[src/rtl/rd_dly_cal_pkg.sv]
package rd_dly_cal_pkg;

  typedef enum logic [1:0] {
    CMD_NONE  = 2'b00,
    CMD_READ  = 2'b01,
    CMD_WRITE = 2'b10
  } cmd_e;

  typedef enum logic [2:0] {
    ST_IDLE,
    ST_DWR,
    ST_DLY,
    ST_SETTLE,
    ST_RDCMD,
    ST_RDWAIT
  } state_e;

  // strobes from control to the compare datapath
  typedef struct packed {
    logic clearErr;
    logic window;
    logic commit;
  } strb_t;

endpackage

[src/rtl/rd_dly_cal_ctrl.sv]
module rd_dly_cal_ctrl
  import rd_dly_cal_pkg::*;
#(
  parameter int LANES      = 4,
  parameter int TMOD_CYC   = 6,
  parameter int WAIT_SHORT = 16,
  parameter int WAIT_LONG  = 32
) (
  input  logic             clk,
  input  logic             rstN,
  input  logic             calStart,
  input  logic             dummyWr,
  input  logic             useMpr,
  input  logic             cmpLong,
  input  logic [LANES-1:0] dlyApplied,
  input  logic             cmdReady,
  output logic             dlyLoad,
  output logic             cmdValid,
  output logic [1:0]       cmdType,
  output logic             calBusy,
  output logic             calDone,
  output strb_t            strb
);

  localparam int SETTLE_LOAD = TMOD_CYC + 4;
  localparam int CNT_MAX     = (SETTLE_LOAD > WAIT_LONG) ? SETTLE_LOAD : WAIT_LONG;
  localparam int CNT_W       = $clog2(CNT_MAX + 1);

  state_e           state;
  logic [CNT_W-1:0] cnt;
  logic             cntLast;
  logic             allApplied;

  assign allApplied = &dlyApplied;
  assign cntLast    = (cnt == CNT_W'(1));

  always_ff @(posedge clk or negedge rstN) begin
    if (!rstN) begin
      state   <= ST_IDLE;
      cnt     <= '0;
      calDone <= 1'b0;
      dlyLoad <= 1'b0;
    end else begin
      dlyLoad <= 1'b0;
      unique case (state)
        ST_IDLE: begin
          if (calStart) begin
            state   <= ST_DLY;
            dlyLoad <= 1'b1;
            calDone <= 1'b0;
          end else if (dummyWr && !useMpr) begin
            state <= ST_DWR;
          end
        end
        ST_DWR: begin
          if (cmdReady) state <= ST_IDLE;
        end
        ST_DLY: begin
          if (allApplied) begin
            state <= ST_SETTLE;
            cnt   <= CNT_W'(SETTLE_LOAD);
          end
        end
        ST_SETTLE: begin
          if (cntLast) state <= ST_RDCMD;
          else         cnt   <= cnt - CNT_W'(1);
        end
        ST_RDCMD: begin
          if (cmdReady) begin
            state <= ST_RDWAIT;
            cnt   <= cmpLong ? CNT_W'(WAIT_LONG) : CNT_W'(WAIT_SHORT);
          end
        end
        ST_RDWAIT: begin
          if (cntLast) begin
            state   <= ST_IDLE;
            calDone <= 1'b1;
          end else begin
            cnt <= cnt - CNT_W'(1);
          end
        end
        default: state <= ST_IDLE;
      endcase
    end
  end

  always_comb begin
    cmdValid = 1'b0;
    cmdType  = CMD_NONE;
    if (state == ST_RDCMD) begin
      cmdValid = 1'b1;
      cmdType  = CMD_READ;
    end else if (state == ST_DWR) begin
      cmdValid = 1'b1;
      cmdType  = CMD_WRITE;
    end
  end

  assign calBusy = (state == ST_DLY) || (state == ST_SETTLE) ||
                   (state == ST_RDCMD) || (state == ST_RDWAIT);

  always_comb begin
    strb.clearErr = (state == ST_IDLE) && calStart;
    strb.window   = (state == ST_RDWAIT);
    strb.commit   = (state == ST_RDWAIT) && cntLast;
  end


  cmd_hold_chk: assert property (@(posedge clk) disable iff (!rstN)
    cmdValid && !cmdReady |=> cmdValid && $stable(cmdType));


  cmd_code_chk: assert property (@(posedge clk) disable iff (!rstN)
    cmdValid |-> $countones(cmdType) == 1);


  done_idle_chk: assert property (@(posedge clk) disable iff (!rstN)
    $rose(calDone) |-> !calBusy && $fell(calBusy));


  settle_range_chk: assert property (@(posedge clk) disable iff (!rstN)
    state == ST_SETTLE |-> cnt != '0 && cnt <= CNT_W'(SETTLE_LOAD));


  load_pulse_chk: assert property (@(posedge clk) disable iff (!rstN)
    dlyLoad |=> !dlyLoad);

endmodule

[src/rtl/rd_dly_cal_dp.sv]
module rd_dly_cal_dp
  import rd_dly_cal_pkg::*;
#(
  parameter int LANES    = 4,
  parameter int BL_SHORT = 4,
  parameter int BL_LONG  = 8
) (
  input  logic               clk,
  input  logic               rstN,
  input  strb_t              strb,
  input  logic               useMpr,
  input  logic               burst8,
  input  logic [8*LANES-1:0] patA,
  input  logic [8*LANES-1:0] patB,
  input  logic               rdValid,
  input  logic [8*LANES-1:0] rdData,
  output logic [LANES-1:0]   laneErr
);

  localparam int BC_W = $clog2(BL_LONG + 1);

  logic [BC_W-1:0]  beatCnt;
  logic [BC_W-1:0]  nextCnt;
  logic [BC_W-1:0]  burstLen;
  logic [LANES-1:0] accErr;
  logic [LANES-1:0] nextAcc;
  logic [LANES-1:0] laneMis;
  logic             accept;
  logic             oddBeat;

  assign burstLen = burst8 ? BC_W'(BL_LONG) : BC_W'(BL_SHORT);
  assign accept   = strb.window && rdValid && (beatCnt < burstLen);
  assign oddBeat  = beatCnt[0];

  for (genvar lane = 0; lane < LANES; lane++) begin : g_lane
    logic [7:0] expByte;
    always_comb begin
      if (useMpr) expByte = oddBeat ? 8'hFF : 8'h00;
      else        expByte = oddBeat ? patB[8*lane +: 8] : patA[8*lane +: 8];
    end
    assign laneMis[lane] = (rdData[8*lane +: 8] != expByte);
  end

  assign nextAcc = accErr | (accept ? laneMis : '0);
  assign nextCnt = beatCnt + (accept ? BC_W'(1) : BC_W'(0));

  always_ff @(posedge clk or negedge rstN) begin
    if (!rstN) begin
      beatCnt <= '0;
      accErr  <= '0;
      laneErr <= '0;
    end else if (strb.clearErr) begin
      beatCnt <= '0;
      accErr  <= '0;
      laneErr <= '0;
    end else begin
      beatCnt <= nextCnt;
      accErr  <= nextAcc;
      if (strb.commit)
        laneErr <= nextAcc | {LANES{nextCnt < burstLen}};
    end
  end


  err_hold_chk: assert property (@(posedge clk) disable iff (!rstN)
    !strb.clearErr && !strb.commit |=> $stable(laneErr));


  beat_limit_chk: assert property (@(posedge clk) disable iff (!rstN)
    beatCnt <= BC_W'(BL_LONG));


  no_count_outside_chk: assert property (@(posedge clk) disable iff (!rstN)
    !strb.window && !strb.clearErr |=> $stable(beatCnt));

endmodule

[src/rtl/rd_dly_cal.sv]
module rd_dly_cal
  import rd_dly_cal_pkg::*;
#(
  parameter int LANES      = 4,
  parameter int TMOD_CYC   = 6,
  parameter int WAIT_SHORT = 16,
  parameter int WAIT_LONG  = 32
) (
  input  logic               clk,
  input  logic               rstN,
  input  logic               calStart,
  input  logic               dummyWr,
  input  logic               useMpr,
  input  logic               burst8,
  input  logic               cmpLong,
  input  logic [8*LANES-1:0] patA,
  input  logic [8*LANES-1:0] patB,
  output logic               dlyLoad,
  input  logic [LANES-1:0]   dlyApplied,
  output logic               cmdValid,
  output logic [1:0]         cmdType,
  input  logic               cmdReady,
  input  logic               rdValid,
  input  logic [8*LANES-1:0] rdData,
  output logic               calBusy,
  output logic               calDone,
  output logic [LANES-1:0]   laneErr
);

  strb_t strb;

  rd_dly_cal_ctrl #(
    .LANES      (LANES),
    .TMOD_CYC   (TMOD_CYC),
    .WAIT_SHORT (WAIT_SHORT),
    .WAIT_LONG  (WAIT_LONG)
  ) u_ctrl (
    .clk        (clk),
    .rstN       (rstN),
    .calStart   (calStart),
    .dummyWr    (dummyWr),
    .useMpr     (useMpr),
    .cmpLong    (cmpLong),
    .dlyApplied (dlyApplied),
    .cmdReady   (cmdReady),
    .dlyLoad    (dlyLoad),
    .cmdValid   (cmdValid),
    .cmdType    (cmdType),
    .calBusy    (calBusy),
    .calDone    (calDone),
    .strb       (strb)
  );

  rd_dly_cal_dp #(
    .LANES    (LANES),
    .BL_SHORT (4),
    .BL_LONG  (8)
  ) u_dp (
    .clk     (clk),
    .rstN    (rstN),
    .strb    (strb),
    .useMpr  (useMpr),
    .burst8  (burst8),
    .patA    (patA),
    .patB    (patB),
    .rdValid (rdValid),
    .rdData  (rdData),
    .laneErr (laneErr)
  );

endmodule

[config.mk]
export PLATFORM = sky130hd
export DESIGN_NAME = rd_dly_cal
export DESIGN_NICKNAME = d
export VERILOG_FILES = /design/src/rtl/rd_dly_cal_pkg.sv /design/src/rtl/rd_dly_cal_ctrl.sv /design/src/rtl/rd_dly_cal_dp.sv /design/src/rtl/rd_dly_cal.sv
export SDC_FILE = /design/constraint.sdc
export NUM_CORES = 1
export LEC_CHECK = 0
export BUFFER_PORTS_ARGS = -buffer_cell sky130_fd_sc_hd__buf_2
export CAP_MARGIN = 20
export CORE_ASPECT_RATIO = 0.9
export CORE_MARGIN = 1.5
export CORE_UTILIZATION = 45
export CTS_CLUSTER_DIAMETER = 50
export DETAILED_ROUTE_END_ITERATION = 10
export GPL_ROUTABILITY_DRIVEN = 0
export PLACE_DENSITY = 0.75
export SLEW_MARGIN = 20
export SYNTH_ARGS = -nofsm -noshare
export SYNTH_HDL_FRONTEND = slang
export SYNTH_SLANG_ARGS = --single-unit
[constraint.sdc]
create_clock -name clk -period 3.2 [get_ports clk]
set_input_delay 0.64 -clock clk [delete_from_list [all_inputs] [get_ports clk]]
set_output_delay 0.64 -clock clk [all_outputs]
set_load 0.01 [all_outputs]
==> run summary, run 1 <==
The flow ran to the end, and the final reports show no timing, DRC or antenna violations. For this design, the CTS-stage hold fixing added 0 buffers. The minimum period implied by the final worst setup slack works out to 2.762 ns. For this run, the post-layout net count is 570.

TritonCTS built the clock tree. The remaining antenna violation count after routing came out at 0. By count the netlist is led by sky130_fd_sc_hd__nand2b_1, sky130_fd_sc_hd__inv_1, sky130_fd_sc_hd__a21oi_1. Wire length per cell after detailed routing: 14.28 um. For the met1 track demand over resource in global routing, the log shows 32.60%.

The count of cells in the finished layout, fillers not included, comes to 524. The critical setup path kind is in2reg. The sequential cell area fraction in the yosys report was 21.87%; the total buffers and inverters traversed by the critical path was 2. The number of clock sinks came out at 23.

Data on the critical path is required at its endpoint by 3.39 ns. For this run, global-route usage on met2 was measured as 34.59%. The worst setup path is launched from an input port. Summing all placed instances gives a cell area of 0.003247 mm^2. The maximum number of pins on one net before global-route repair was 27. CTS placed an instance of sky130_fd_sc_hd__clkbuf_8 at the clock tree root. Synthesized area per cell: 7.739 um^2. Setup repair after global routing left no endpoint under its margin.

The cell with the largest stage delay on the worst path was sky130_fd_sc_hd__ha_1. During synthesis, Yosys emitted a total of 0 warnings. The gate count after technology mapping was 340; the cell area power density was 402.8 mW/mm^2. Relative to the synthesized area, the layout overhead comes to 25.15%. For this run, the total global-route usage over all layers was measured as 22.26%.

Timing analysis after detailed placement gives a worst setup slack of 0.1461 ns. The logs give 0 for the leftover overflow at the end of global routing and 0 for the antenna cell count. The reg-to-reg critical path endpoint was u_dp.laneErr[3]$_DFFE_PN0P_. At the pin with the least slew margin, the transition time is 0.9011 ns.

The number of nets handed over by synthesis was 455. The clock passes through at most 2 buffers. The floorplan step set the die height to 75.55 um. The cell type group with the largest total delay on the critical path was adder cells. The design draws 1.327 mW. The via count of the first global-routing pass is 2560, and the HPWL reported at the end of detailed placement is 6085 um. For the worst flop-to-flop path, the logic depth is 12.

The setup-violating endpoint count in the final report is 0. Hold timing on the final database bottoms out at a slack of 0.3234 ns. The post-CTS setup buffer count came out at 0. Once layout is done, the placed cells without fillers occupy 0.003293 mm^2. The floorplan step defined a die boundary enclosing 0.006316 mm^2. Dominant register cell in the synthesized netlist: sky130_fd_sc_hd__dfrtp_1. The core region is 0.005660 mm^2. Cell with the most instances after synthesis: sky130_fd_sc_hd__nand2b_1. Data on the critical path arrives at its endpoint at 2.95 ns. During placement, the flow inserted port buffers numbering 118.

The logs give 39.08% for the worst slew margin relative to its limit and 62 for the number of different library cells in the post-synthesis netlist. Yosys attributes the largest share of cell area to sky130_fd_sc_hd__dfrtp_1, sky130_fd_sc_hd__nand2b_1, sky130_fd_sc_hd__inv_1. Summed over all instances, the cell type with the most area after synthesis is sky130_fd_sc_hd__dfrtp_1. Cells fill 58.18% of the core in the end. Once the floorplan was initialized, standard cells occupied 46.49% of the core. The tools report the clock buffer count from CTS as 3. From left edge to right edge, the die measures 83.61 um.

The tools report the worst setup slack after layout as 0.4376 ns. Of all nets on the critical path, the largest fanout is 6. The critical register-to-register path startpoint is u_dp.beatCnt[3]$_DFF_PN0_.

The tools report the kind of end point of the critical path as a flip-flop. The synthesized design contains 23 register bits. Across all layers, the routed design uses 2991 vias.

The area of the multi-input gates is 0.001828 mm^2. Wires add up to 7485 um. The total negative slack for setup checks came out at 0 ns. Summed over its instances, the top area cell type makes up 21.87% of the synthesized netlist area. For this run, the slowest stage of the critical path takes 0.29 ns. For the number of hold violations in the final report, the log shows 0. The class of the worst hold path was in2async. The register clock-pin slew on the reported worst setup and hold paths is 0.08 ns.

The detailed router finished its first iteration with 124 violations. In the routed layout, each cell is associated on average with a via count of 5.708. The final setup skew is 0.002202 ns, and the portion of the clock cycle consumed by the worst path in the final layout is 86.33%. The final count of pins violating max slew was 0. Across the VDD grid, the largest voltage drop is 0.0004075 V. Summing all flip-flop and latch instances after layout gives 575.6 um^2. The first global-routing pass estimated 11670 um of wire.

The tools report the count of instances resized after the clock tree is built as 0. For this run, the top clock speed supported by timing is 362.0 MHz. The cell leakage power came out at 1.616 nW.

The later pin in the worst-skew pair is clocked with a latency of 0.27 ns. The floorplan has 26 rows. Most numerous cell on the critical path: sky130_fd_sc_hd__ha_1. The first-pass iteration count of the detailed router was 5; the count of flip-flops with a built-in enable after synthesis was 0. Counting the fill cells in the layout gives 521. The worst register-to-register path has a setup slack of 0.57 ns. The total stage count of the critical path was 14. The tool flagged a number of max-cap violations equal to 0. The logs give 520 for the placed instance count and 1 for the level count of the clock H-tree.

Layer with the highest usage: met2. The initial antenna violation count was 0; the number of remaining DRC errors was 0. Of all flip-flops after synthesis, the portion carrying an async set or reset was 100.0%. In this run the count of I/O pins placed on the die edge is 119. Of the cells placed in the final design, the portion with a size suffix greater than 1 is 30.62%. In the global route stage, met3 resource usage came out at 4.009%. The signal on the critical path passes through buf_2 > inv_1 > ha_1 > o21ai_0 > and3b_1 > and3_1 > ha_1 > nand3_1 > xnor2_1 > ha_1 > a21o_1 > a21oi_1 > a21oi_1 > o21ai_0.

For the post-synth design cell area, the log shows 0.002631 mm^2.
report_power, final:
part	leakage (nW)	internal, mW	switching [mW]
Sequential	0.300	0.380	0.0977
Clock	0.0255	0.0871	0.0951
Combinational	1.29	0.298	0.368
Total	1.62	0.765	0.561
layout make-up:
type	instances	share of cell area, %
Sequential cell	23	17.48
Multi-Input combinational cell	268	55.51
Inverter	38	4.331
Tap cell	70	2.660
Clock buffer	3	1.254
Clock inverter	1	0.1520
Timing Repair Buffer	121	18.62
cell usage in the layout, fill, tap and decap left out, types with 2 or more instances in the layout:
cell type,synthesis,routed
sky130_fd_sc_hd__or2_2,2,2
sky130_fd_sc_hd__o22ai_1,9,9
sky130_fd_sc_hd__nor2b_1,4,4
sky130_fd_sc_hd__clkbuf_8,0,3
sky130_fd_sc_hd__nand4_1,2,2
sky130_fd_sc_hd__o221ai_1,7,7
sky130_fd_sc_hd__o2bb2ai_1,5,5
sky130_fd_sc_hd__a41oi_1,7,7
sky130_fd_sc_hd__nor2_1,12,12
sky130_fd_sc_hd__buf_4,0,3
sky130_fd_sc_hd__a211oi_1,2,2
sky130_fd_sc_hd__a21oi_1,25,25
sky130_fd_sc_hd__nand2_1,15,15
sky130_fd_sc_hd__nor3b_1,2,2
sky130_fd_sc_hd__and2_1,4,4
sky130_fd_sc_hd__mux2i_1,6,6
sky130_fd_sc_hd__a21o_1,7,7
sky130_fd_sc_hd__o21ai_1,2,2
sky130_fd_sc_hd__a221oi_1,6,6
sky130_fd_sc_hd__dfrtp_1,23,23
sky130_fd_sc_hd__xnor2_1,4,4
sky130_fd_sc_hd__and4_1,6,6
sky130_fd_sc_hd__o21ai_0,20,20
sky130_fd_sc_hd__buf_2,4,118
sky130_fd_sc_hd__o21a_1,2,2
sky130_fd_sc_hd__inv_1,37,37
sky130_fd_sc_hd__a22o_1,6,6
sky130_fd_sc_hd__nor4_1,14,14
sky130_fd_sc_hd__a221o_1,2,2
sky130_fd_sc_hd__nor3_1,4,4
sky130_fd_sc_hd__o2111ai_1,3,3
sky130_fd_sc_hd__a31oi_1,3,3
sky130_fd_sc_hd__nand2b_1,54,54
sky130_fd_sc_hd__ha_1,6,6
sky130_fd_sc_hd__and3_1,2,2
cell families after synthesis:
| group | Yosys count | share of synthesized area [%] |
|---|---|---|
| AO/OA/AOI/OAI | 117 | 31.48 |
| XOR/XNOR | 5 | 1.664 |
| adder cells (fa/ha/maj) | 6 | 2.853 |
| buffers and inverters | 49 | 8.654 |
| flip-flops | 23 | 21.87 |
| multiplexers | 7 | 2.710 |
| AND/OR/NAND/NOR | 133 | 30.76 |
how the worst max path moves through the flow:
| stage | from | to | slack [ns] |
|---|---|---|---|
| floorplan | burst8 | u_dp.laneErr[0]$_DFFE_PN0P_ | 0.47 |
| global placement | burst8 | u_dp.laneErr[3]$_DFFE_PN0P_ | 0.31 |
| detailed placement | burst8 | u_dp.laneErr[0]$_DFFE_PN0P_ | 0.15 |
| CTS | burst8 | u_dp.laneErr[0]$_DFFE_PN0P_ | 0.42 |
| global route | burst8 | u_dp.laneErr[0]$_DFFE_PN0P_ | 0.19 |
| finish | burst8 | u_dp.laneErr[3]$_DFFE_PN0P_ | 0.44 |
sequential cells by signal, indices dropped and copies added, names as in the netlist:
name	flops
u_dp.laneErr	4
u_ctrl.calDone	1
u_ctrl.dlyLoad	1
u_dp.beatCnt	4
u_ctrl.state	3
u_dp.accErr	4
u_ctrl.cnt	6
per-layer routing:
layer | part of all wire (%) | vias to the layer above | routed length (um)
li1 | - | 1493 | -
met1 | 47 | 1360 | 3498
met2 | 45 | 124 | 3356
met3 | 6.6 | 14 | 495
met4 | 1.8 | 0 | 135
met5 | 0 | - | 0
No activity file was read; power rests on OpenSTA's default activity.
==> inputs of run 2 (changes only) <==
--- a/config.mk
+++ b/config.mk
@@ -14,6 +14,7 @@
 export DETAILED_ROUTE_END_ITERATION = 10
 export GPL_ROUTABILITY_DRIVEN = 0
 export PLACE_DENSITY = 0.75
+export REMOVE_ABC_BUFFERS = 1
 export SLEW_MARGIN = 20
 export SYNTH_ARGS = -nofsm -noshare
 export SYNTH_HDL_FRONTEND = slang
==> run 2 against run 1 <==
Effect of this change: worst hold slack better by 0.0085 ns; total power down 0.12%; global-route usage down 0.51 points; clock power down 3%; cell count unchanged; utilization about the same; final area about the same; sequential power about the same; combinational power about the same; critical path depth unchanged; clock-buffer cell count up 1; largest cell class unchanged; largest power group unchanged.
==> run summary, run 2 (synthesis gave the netlist of run 1 again) <==
For the leftover overflow at the end of global routing, the log shows 0 (unchanged). The critical path goes through buf_2 > inv_1 > ha_1 > o21ai_0 > and3b_1 > and3_1 > ha_1 > nand3_1 > xnor2_1 > ha_1 > a21o_1 > a21oi_1 > a21oi_1 > o21ai_0. The highest clock frequency the design can meet was 364.2 MHz (+0.60%); the wire length per cell after detailed routing was 13.51 um (-5.4%).

TritonCTS built the clock tree. The logs give 3 (unchanged) for the clock buffer count from CTS and 570 (unchanged) for the total number of nets in the final design. In this design, the critical path's most frequently occurring cell is sky130_fd_sc_hd__ha_1. The maximum number of pins on one net before global-route repair is 24 (-11%).

For the number of clock sinks, the log shows 23 (unchanged). The run gives 524 (unchanged) as the count of placed standard cells in the final layout, fillers left out. The sequential power share is 36.3% (+0.3 points).

The HPWL reported at the end of detailed placement came out at 5828 um (-4.2%). The cell with the largest stage delay on the worst path was sky130_fd_sc_hd__ha_1. Core region area: 0.005660 mm^2 (unchanged). The initial antenna violation count was 0 (unchanged); the cell area power density was 402.5 mW/mm^2 (about the same).

The biggest fanout along the worst timing path works out to 6 (unchanged). The flip-flop count of the largest register, all copies and words added came out at 6 (unchanged). In the layout the commonest cells are sky130_fd_sc_hd__buf_2, sky130_fd_sc_hd__nand2b_1, sky130_fd_sc_hd__inv_1.

The run gives 520 (unchanged) as the placed instance count. The worst setup path is launched from an input port. CTS placed an instance of sky130_fd_sc_hd__clkbuf_8 at the clock tree root. The overall die height works out to 75.55 um (unchanged). The count of instances resized after the clock tree is built is 0 (unchanged), and the sum of routed wire length over all layers is 7078 um (-5.4%).

The post-CTS setup buffer count was 0 (unchanged). The tools report the worst slew margin relative to its limit as 64.02% (+25 points). The logs give 575.6 um^2 (unchanged) for the area occupied by registers and 13.4% (-0.3 points) for the portion of total power attributed to the clock network. Delay of the slowest critical-path stage: 0.29 ns (about the same). The run gives 0 (unchanged) as the max-capacitance violation count.

For the portion of total power attributed to combinational logic, the log shows 50.3% (about the same). For the area of the multi-input gates, the log shows 0.001828 mm^2 (unchanged). The tools report the number of design-rule violations left by the first detailed-router iteration as 195 (+57%). The logs give 21.75% (-0.51 points) for the global routing usage summed across all routing layers and 0 (unchanged) for the setup-violating endpoint count in the final report. The number of buffer cells added on primary ports works out to 118 (unchanged). The register bank with the most flops was u_ctrl.cnt.

The transition time at the pin with the least slew margin was 0.5364 ns (-0.3647 ns); the final setup skew was 0.003328 ns (+0.001126 ns). The switching fraction of total power is 42.17% (-0.14 points). Cell leakage power: 1.615 nW (about the same). The run finished with clean final reports.

The total number of vias is 2948 (-1.4%). The arrival time at the worst endpoint is 2.93 ns (-0.02 ns), and the final count of pins violating max slew is 0 (unchanged). The worst slack at placement came out at 0.1478 ns (+0.001702 ns).

For the data required time of the critical path, the log shows 3.39 ns (about the same). The logs give 0 ns (unchanged) for the total negative slack for setup checks and 2554 (-0.23%) for the via count of the first global-routing pass. The library cell used most frequently in the layout, excluding fill and tap cells, is sky130_fd_sc_hd__buf_2. The tools report the initial core utilization as 46.49% (unchanged). The minimum period implied by the final worst setup slack was 2.746 ns (-0.01660 ns). The largest buffer count on any clock path was 2 (unchanged); the peak supply drop was 0.0002504 V (-39%). The worst setup path is captured at a flip-flop. The worst setup slack after layout is 0.4542 ns (+0.01660 ns), and the site row count is 26 (unchanged). The area added between synthesis and finish is 25.11% (about the same).

The worst setup path is of the in2reg kind. The portion of the clock cycle consumed by the worst path in the final layout was 85.81% (-0.52 points). The share of layout cells above drive strength 1 came out at 30.40% (-0.22 points). The number of hold violations in the final report was 0 (unchanged); the remaining antenna violation count after routing was 0 (unchanged).

Broken down by cell family, the worst path's largest delay share belongs to adder cells. The run gives 11410 um (-2.2%) as the global-route wire length before repair. The run gives 0.006316 mm^2 (unchanged) as the die area. The run gives 0.26 ns (about the same) as the clock network latency to the later pin of the worst-skew pair. The switching power is 0.5587 mW (-0.44%), and the register clock-pin slew on the reported worst setup and hold paths is 0.08 ns (about the same). For the antenna cell count, the log shows 0 (unchanged). Final-layout fill cell count: 531 (+1.9%).

The number of remaining DRC errors was 0 (unchanged); the die extent in x was 83.61 um (unchanged). The I/O pin count is 119 (unchanged), and the level count of the clock H-tree is 1 (unchanged). The core utilization of the finished layout is 58.16% (about the same), and the total buffers and inverters traversed by the critical path is 2 (unchanged). Setup repair after global routing left no endpoint under its margin. In this run the worst hold path is classified as in2async.

The internal power summed over all cells was 0.7663 mW (+0.12%); the detailed-route vias per instance was 5.626 (-1.4%). Number of buffers added to fix hold violations after cts: 0 (unchanged). The first-pass iteration count of the detailed router is 5 (unchanged).
run 2: cell types whose count changed in the layout (fill, tap and decap cells not counted):
| cell | previous run | this run |
|---|---|---|
| sky130_fd_sc_hd__clkinv_2 | 1 | 0 |
| sky130_fd_sc_hd__clkbuf_1 | 0 | 1 |
run 2: worst paths after layout:
kind / startpoint / end / slack, ns / cells past startpoint
setup / recovery: burst8 / u_dp.laneErr[1]$_DFFE_PN0P_ / 0.45 / 14
hold / removal: rstN / u_ctrl.state[1]$_DFFE_PN0P_ / 0.33 / 1
setup reg to reg: u_dp.beatCnt[3]$_DFF_PN0_ / u_dp.laneErr[1]$_DFFE_PN0P_ / 0.59 / 12
hold reg to reg: u_ctrl.calDone$_DFFE_PN0P_ / u_ctrl.calDone$_DFFE_PN0P_ / 0.51 / 2
max in group asynchronous: rstN / u_ctrl.cnt[1]$_DFFE_PN0P_ / 2.52 / 1
min in group clk: u_ctrl.calDone$_DFFE_PN0P_ / u_ctrl.calDone$_DFFE_PN0P_ / 0.51 / 2
run 2: layer usage:
layer  track usage [%]  wire (um)  vias up
li1                  -          -     1488
met1             30.98       3228     1344
met2             35.66       3335      113
met3             3.575        501        3
met4             4.007         12        0
met5                 0          0        -
run 2: area by class of cell:
| class | count | share of cell area (%) |
|---|---|---|
| clock buffer | 4 | 1.368 |
| inverter | 38 | 4.333 |
| multi-input combinational | 268 | 55.53 |
| sequential | 23 | 17.48 |
| tap | 70 | 2.661 |
| timing repair buffer | 121 | 18.62 |
run 2: per-stage QoR:
step / hold WS (ns) / power (mW) / instance area (um^2)
final: 0.3320 / 1.325 / 3292
after global routing: 0.3701 / 1.443 / 3292
after CTS: 0.3489 / 1.333 / 3292
after detailed placement: 0.4973 / 1.152 / 3247
after global placement: 0.4874 / 1.133 / 3247
after floorplan: 0.3444 / 0.8928 / 2546
run 2: worst reg2reg max path, stage by stage (launching register included):
cell	delay, ns
sky130_fd_sc_hd__dfrtp_1	0.40
sky130_fd_sc_hd__ha_1	0.28
sky130_fd_sc_hd__o21ai_0	0.07
sky130_fd_sc_hd__and3b_1	0.22
sky130_fd_sc_hd__and3_1	0.27
sky130_fd_sc_hd__ha_1	0.20
sky130_fd_sc_hd__nand3_1	0.09
sky130_fd_sc_hd__xnor2_1	0.19
sky130_fd_sc_hd__ha_1	0.26
sky130_fd_sc_hd__a21o_1	0.20
sky130_fd_sc_hd__a21oi_1	0.15
sky130_fd_sc_hd__a21oi_1	0.06
sky130_fd_sc_hd__o21ai_0	0.14
run 2: power by group through the flow:
stage          registers [mW]  logic, mW  clock network (mW)
2_1_floorplan           0.481      0.412                   0
3_3_place_gp            0.481      0.652                   0
3_5_place_dp            0.484      0.668                   0
4_1_cts                 0.479      0.669               0.184
5_1_grt                 0.495      0.748               0.200
6_report                0.481      0.667               0.177
==> inputs of run 3 (changes only) <==
--- a/config.mk
+++ b/config.mk
@@ -7,13 +7,15 @@
 export LEC_CHECK = 0
 export BUFFER_PORTS_ARGS = -buffer_cell sky130_fd_sc_hd__buf_2
 export CAP_MARGIN = 20
+export CELL_PAD_IN_SITES_DETAIL_PLACEMENT = 2
+export CELL_PAD_IN_SITES_GLOBAL_PLACEMENT = 2
 export CORE_ASPECT_RATIO = 0.9
 export CORE_MARGIN = 1.5
-export CORE_UTILIZATION = 45
+export CORE_UTILIZATION = 26
 export CTS_CLUSTER_DIAMETER = 50
 export DETAILED_ROUTE_END_ITERATION = 10
 export GPL_ROUTABILITY_DRIVEN = 0
-export PLACE_DENSITY = 0.75
+export PLACE_DENSITY = 0.8
 export REMOVE_ABC_BUFFERS = 1
 export SLEW_MARGIN = 20
 export SYNTH_ARGS = -nofsm -noshare
==> run 3 against run 2 <==
Effect of this change: sequential share of layout area decreased by 0.38 points; fmax decreased by 5.4%; routed wire length increased by 38%; non-clock buffer count unchanged; die area increased by 70%; clock-buffer cell count decreased by 1; combinational power increased by 4.6%; largest cell class unchanged; highest routed layer unchanged.
==> run summary, run 3 (synthesis gave the netlist of run 1 again) <==
TritonCTS built the clock tree. The tools report the die area as 0.01073 mm^2 (+70%). The biggest fanout along the worst timing path was 6 (unchanged). The library cell used as clock root buffer is sky130_fd_sc_hd__clkbuf_8. The worst register-to-register path ends at u_dp.laneErr[0]$_DFFE_PN0P_.

The flow ran to the end, and the final reports show no timing, DRC or antenna violations. The HPWL reported at the end of detailed placement came out at 8347 um (+43%). In the layout the commonest cells are sky130_fd_sc_hd__buf_2, sky130_fd_sc_hd__nand2b_1, sky130_fd_sc_hd__inv_1. The transition time at the pin with the least slew margin came out at 0.5633 ns (+0.02687 ns). The count of instances resized after the clock tree is built is 0 (unchanged), and the clock buffer count from CTS is 3 (unchanged). The flip-flop count of the largest register, all copies and words added is 6 (unchanged), and the cell leakage power is 1.617 nW (+0.14%).

The share of layout cells above drive strength 1 is 30.84% (+0.44 points). The most numerous cell on the critical path is sky130_fd_sc_hd__ha_1. The worst slack at placement came out at -0.07724 ns (-0.2251 ns). The critical setup path kind is in2reg.

For the highest clock frequency the design can meet, the log shows 344.7 MHz (-5.4%). The global routing usage summed across all routing layers is 18.46% (-3.3 points), and the number of buffer cells added on primary ports is 118 (unchanged). The logs give 3.37 ns (-0.02 ns) for the data required time of the critical path and 0 (unchanged) for the setup-violating endpoint count in the final report. For the arrival time at the worst endpoint, the log shows 3.07 ns (+0.14 ns). The peak supply drop was 0.0001408 V (-44%); the first-pass iteration count of the detailed router was 4 (-1). The register clock-pin slew on the reported worst setup and hold paths is 0.08 ns (about the same), and the level count of the clock H-tree is 1 (unchanged). The final count of pins violating max slew is 0 (unchanged), and the total number of nets in the final design is 570 (unchanged).

The worst hold path belongs to the class in2async. For the site row count, the log shows 34 (+31%). The die extent in x is 109.0 um (+30%), and the number of remaining DRC errors is 0 (unchanged). The overall die height was 98.44 um (+30%). The worst setup path is captured at a flip-flop. The tools report the number of design-rule violations left by the first detailed-router iteration as 103 (-47%). The worst reg-to-reg path cell count works out to 12 (unchanged). Worst setup slack after layout: 0.2987 ns (-0.1554 ns).

Counting flops per register, the top entry is u_ctrl.cnt. The clock network latency to the later pin of the worst-skew pair is 0.26 ns (about the same). The portion of the clock cycle consumed by the worst path in the final layout was 90.66% (+4.9 points); the remaining antenna violation count after routing was 0 (unchanged). The global-route wire length before repair was 16090 um (+41%); the minimum period implied by the final worst setup slack was 2.901 ns (+0.1554 ns). For the maximum number of pins on one net before global-route repair, the log shows 24 (unchanged). Slack of the worst reg-to-reg path: 0.43 ns (-0.16 ns). The slowest stage of the critical path is the sky130_fd_sc_hd__ha_1 cell. The leftover overflow at the end of global routing is 0 (unchanged), and the number of clock sinks is 23 (unchanged). For the number of buffers added to fix hold violations after cts, the log shows 0 (unchanged). The delay of the slowest critical-path stage came out at 0.29 ns (about the same). Wire length per cell after detailed routing: 16.90 um (+25%). The tools report the core utilization of the finished layout as 34.54% (-24 points). The worst register-to-register path begins at u_dp.beatCnt[3]$_DFF_PN0_. The I/O pin count came out at 119 (unchanged). Worst slew margin relative to its limit: 62.22% (-1.8 points). The post-CTS setup buffer count was 0 (unchanged). Setup repair after global routing left no endpoint under its margin.

The critical path goes through buf_2 > inv_1 > ha_1 > o21ai_0 > and3b_1 > and3_2 > ha_1 > nand3_1 > xnor2_1 > ha_1 > a21o_1 > a21oi_1 > a21oi_1 > o21ai_0. For the cell area reported after detailed placement, the log shows 0.003317 mm^2 (+2.2%). The initial antenna violation count is 0 (unchanged), and the via count of the first global-routing pass is 3386 (+33%).

The core region area was 0.009742 mm^2 (+72%). The run gives 9802 um (+38%) as the sum of routed wire length over all layers. The most common cell after layout, fill and taps aside was sky130_fd_sc_hd__buf_2. The tools report the post-route standard cell area excluding fillers as 0.003364 mm^2 (+2.2%). The cell area power density came out at 406.7 mW/mm^2 (+1.0%).

Category of the worst setup path launch point: an input port. The total number of vias was 3072 (+4.2%); the detailed-route vias per instance was 5.297 (-5.9%). The largest buffer count on any clock path came out at 2 (unchanged).

The max-capacitance violation count was 0 (unchanged); the antenna cell count was 0 (unchanged). The tools report the initial core utilization as 27.01% (-19 points). Compared with the post-synthesis result, the final layout area differs by 27.87%. For the final setup skew, the log shows 0.002995 ns (-0.0003339 ns).

The number of hold violations in the final report came out at 0 (unchanged).
==> run 3: cell types whose count changed in the layout (fill, tap and decap cells not counted) <==
| cell | before | now |
|---|---|---|
| sky130_fd_sc_hd__and3_1 | 2 | 1 |
| sky130_fd_sc_hd__and3_2 | 0 | 1 |
| sky130_fd_sc_hd__clkbuf_1 | 1 | 0 |
| sky130_fd_sc_hd__clkinv_2 | 0 | 1 |
==> run 3: metrics by stage <==
stage / std cells / total power [mW] / setup TNS, ns / hold WS [ns]
after detailed placement: 576 / 1.198 / -0.07724 / 0.5124
final: 580 / 1.368 / 0 / 0.3571
after CTS: 580 / 1.384 / 0 / 0.3657
after global placement: 576 / 1.157 / 0 / 0.4969
after floorplan: 329 / 0.8928 / 0 / 0.3444
after global routing: 580 / 1.485 / 0 / 0.3974
==> run 3: per-layer routing <==
metal / wire length [um] / up-vias / track usage [%] / part of all wire (%)
li1: - / 1487 / - / -
met1: 4267 / 1500 / 23.23 / 44
met2: 4935 / 77 / 33.46 / 50
met3: 482 / 8 / 2.712 / 4.9
met4: 115 / 0 / 3.036 / 1.2
met5: 0 / - / 0 / 0
==> run 3: how the worst max path moves through the flow <==
stage                     startpoint                           to  slack (ns)
after global routing          burst8  u_dp.laneErr[0]$_DFFE_PN0P_        0.07
after CTS                     burst8  u_dp.laneErr[0]$_DFFE_PN0P_        0.18
after global placement        burst8  u_dp.laneErr[3]$_DFFE_PN0P_        0.26
after floorplan               burst8  u_dp.laneErr[0]$_DFFE_PN0P_        0.56
after detailed placement      burst8  u_dp.laneErr[0]$_DFFE_PN0P_       -0.08
final                         burst8  u_dp.laneErr[0]$_DFFE_PN0P_        0.30
==> run 3: cell type report <==
class | instances | area, um^2
Multi-Input combinational cell | 268 | 1829
Inverter | 38 | 142.6
Tap cell | 126 | 157.7
Sequential cell | 23 | 575.6
Clock inverter | 1 | 5.005
Fill cell | 1156 | 6377
Timing Repair Buffer | 121 | 613.1
Clock buffer | 3 | 41.29
==> run 3: worst max-delay path, delay by kind of cell <==
family	cells	cell delay, ns
fa+ha+maj	3	0.76
xor+xnor	1	0.21
buf+inv	2	0.15
simple gates	3	0.60
compound gates	5	0.71
==> run 3: report_power, final <==
group / total [mW] / leakage [nW] / internal [mW] / switching (mW)
clock network: 0.183 / 0.0255 / 0.0870 / 0.0958
registers: 0.488 / 0.300 / 0.380 / 0.107
logic: 0.698 / 1.29 / 0.299 / 0.399
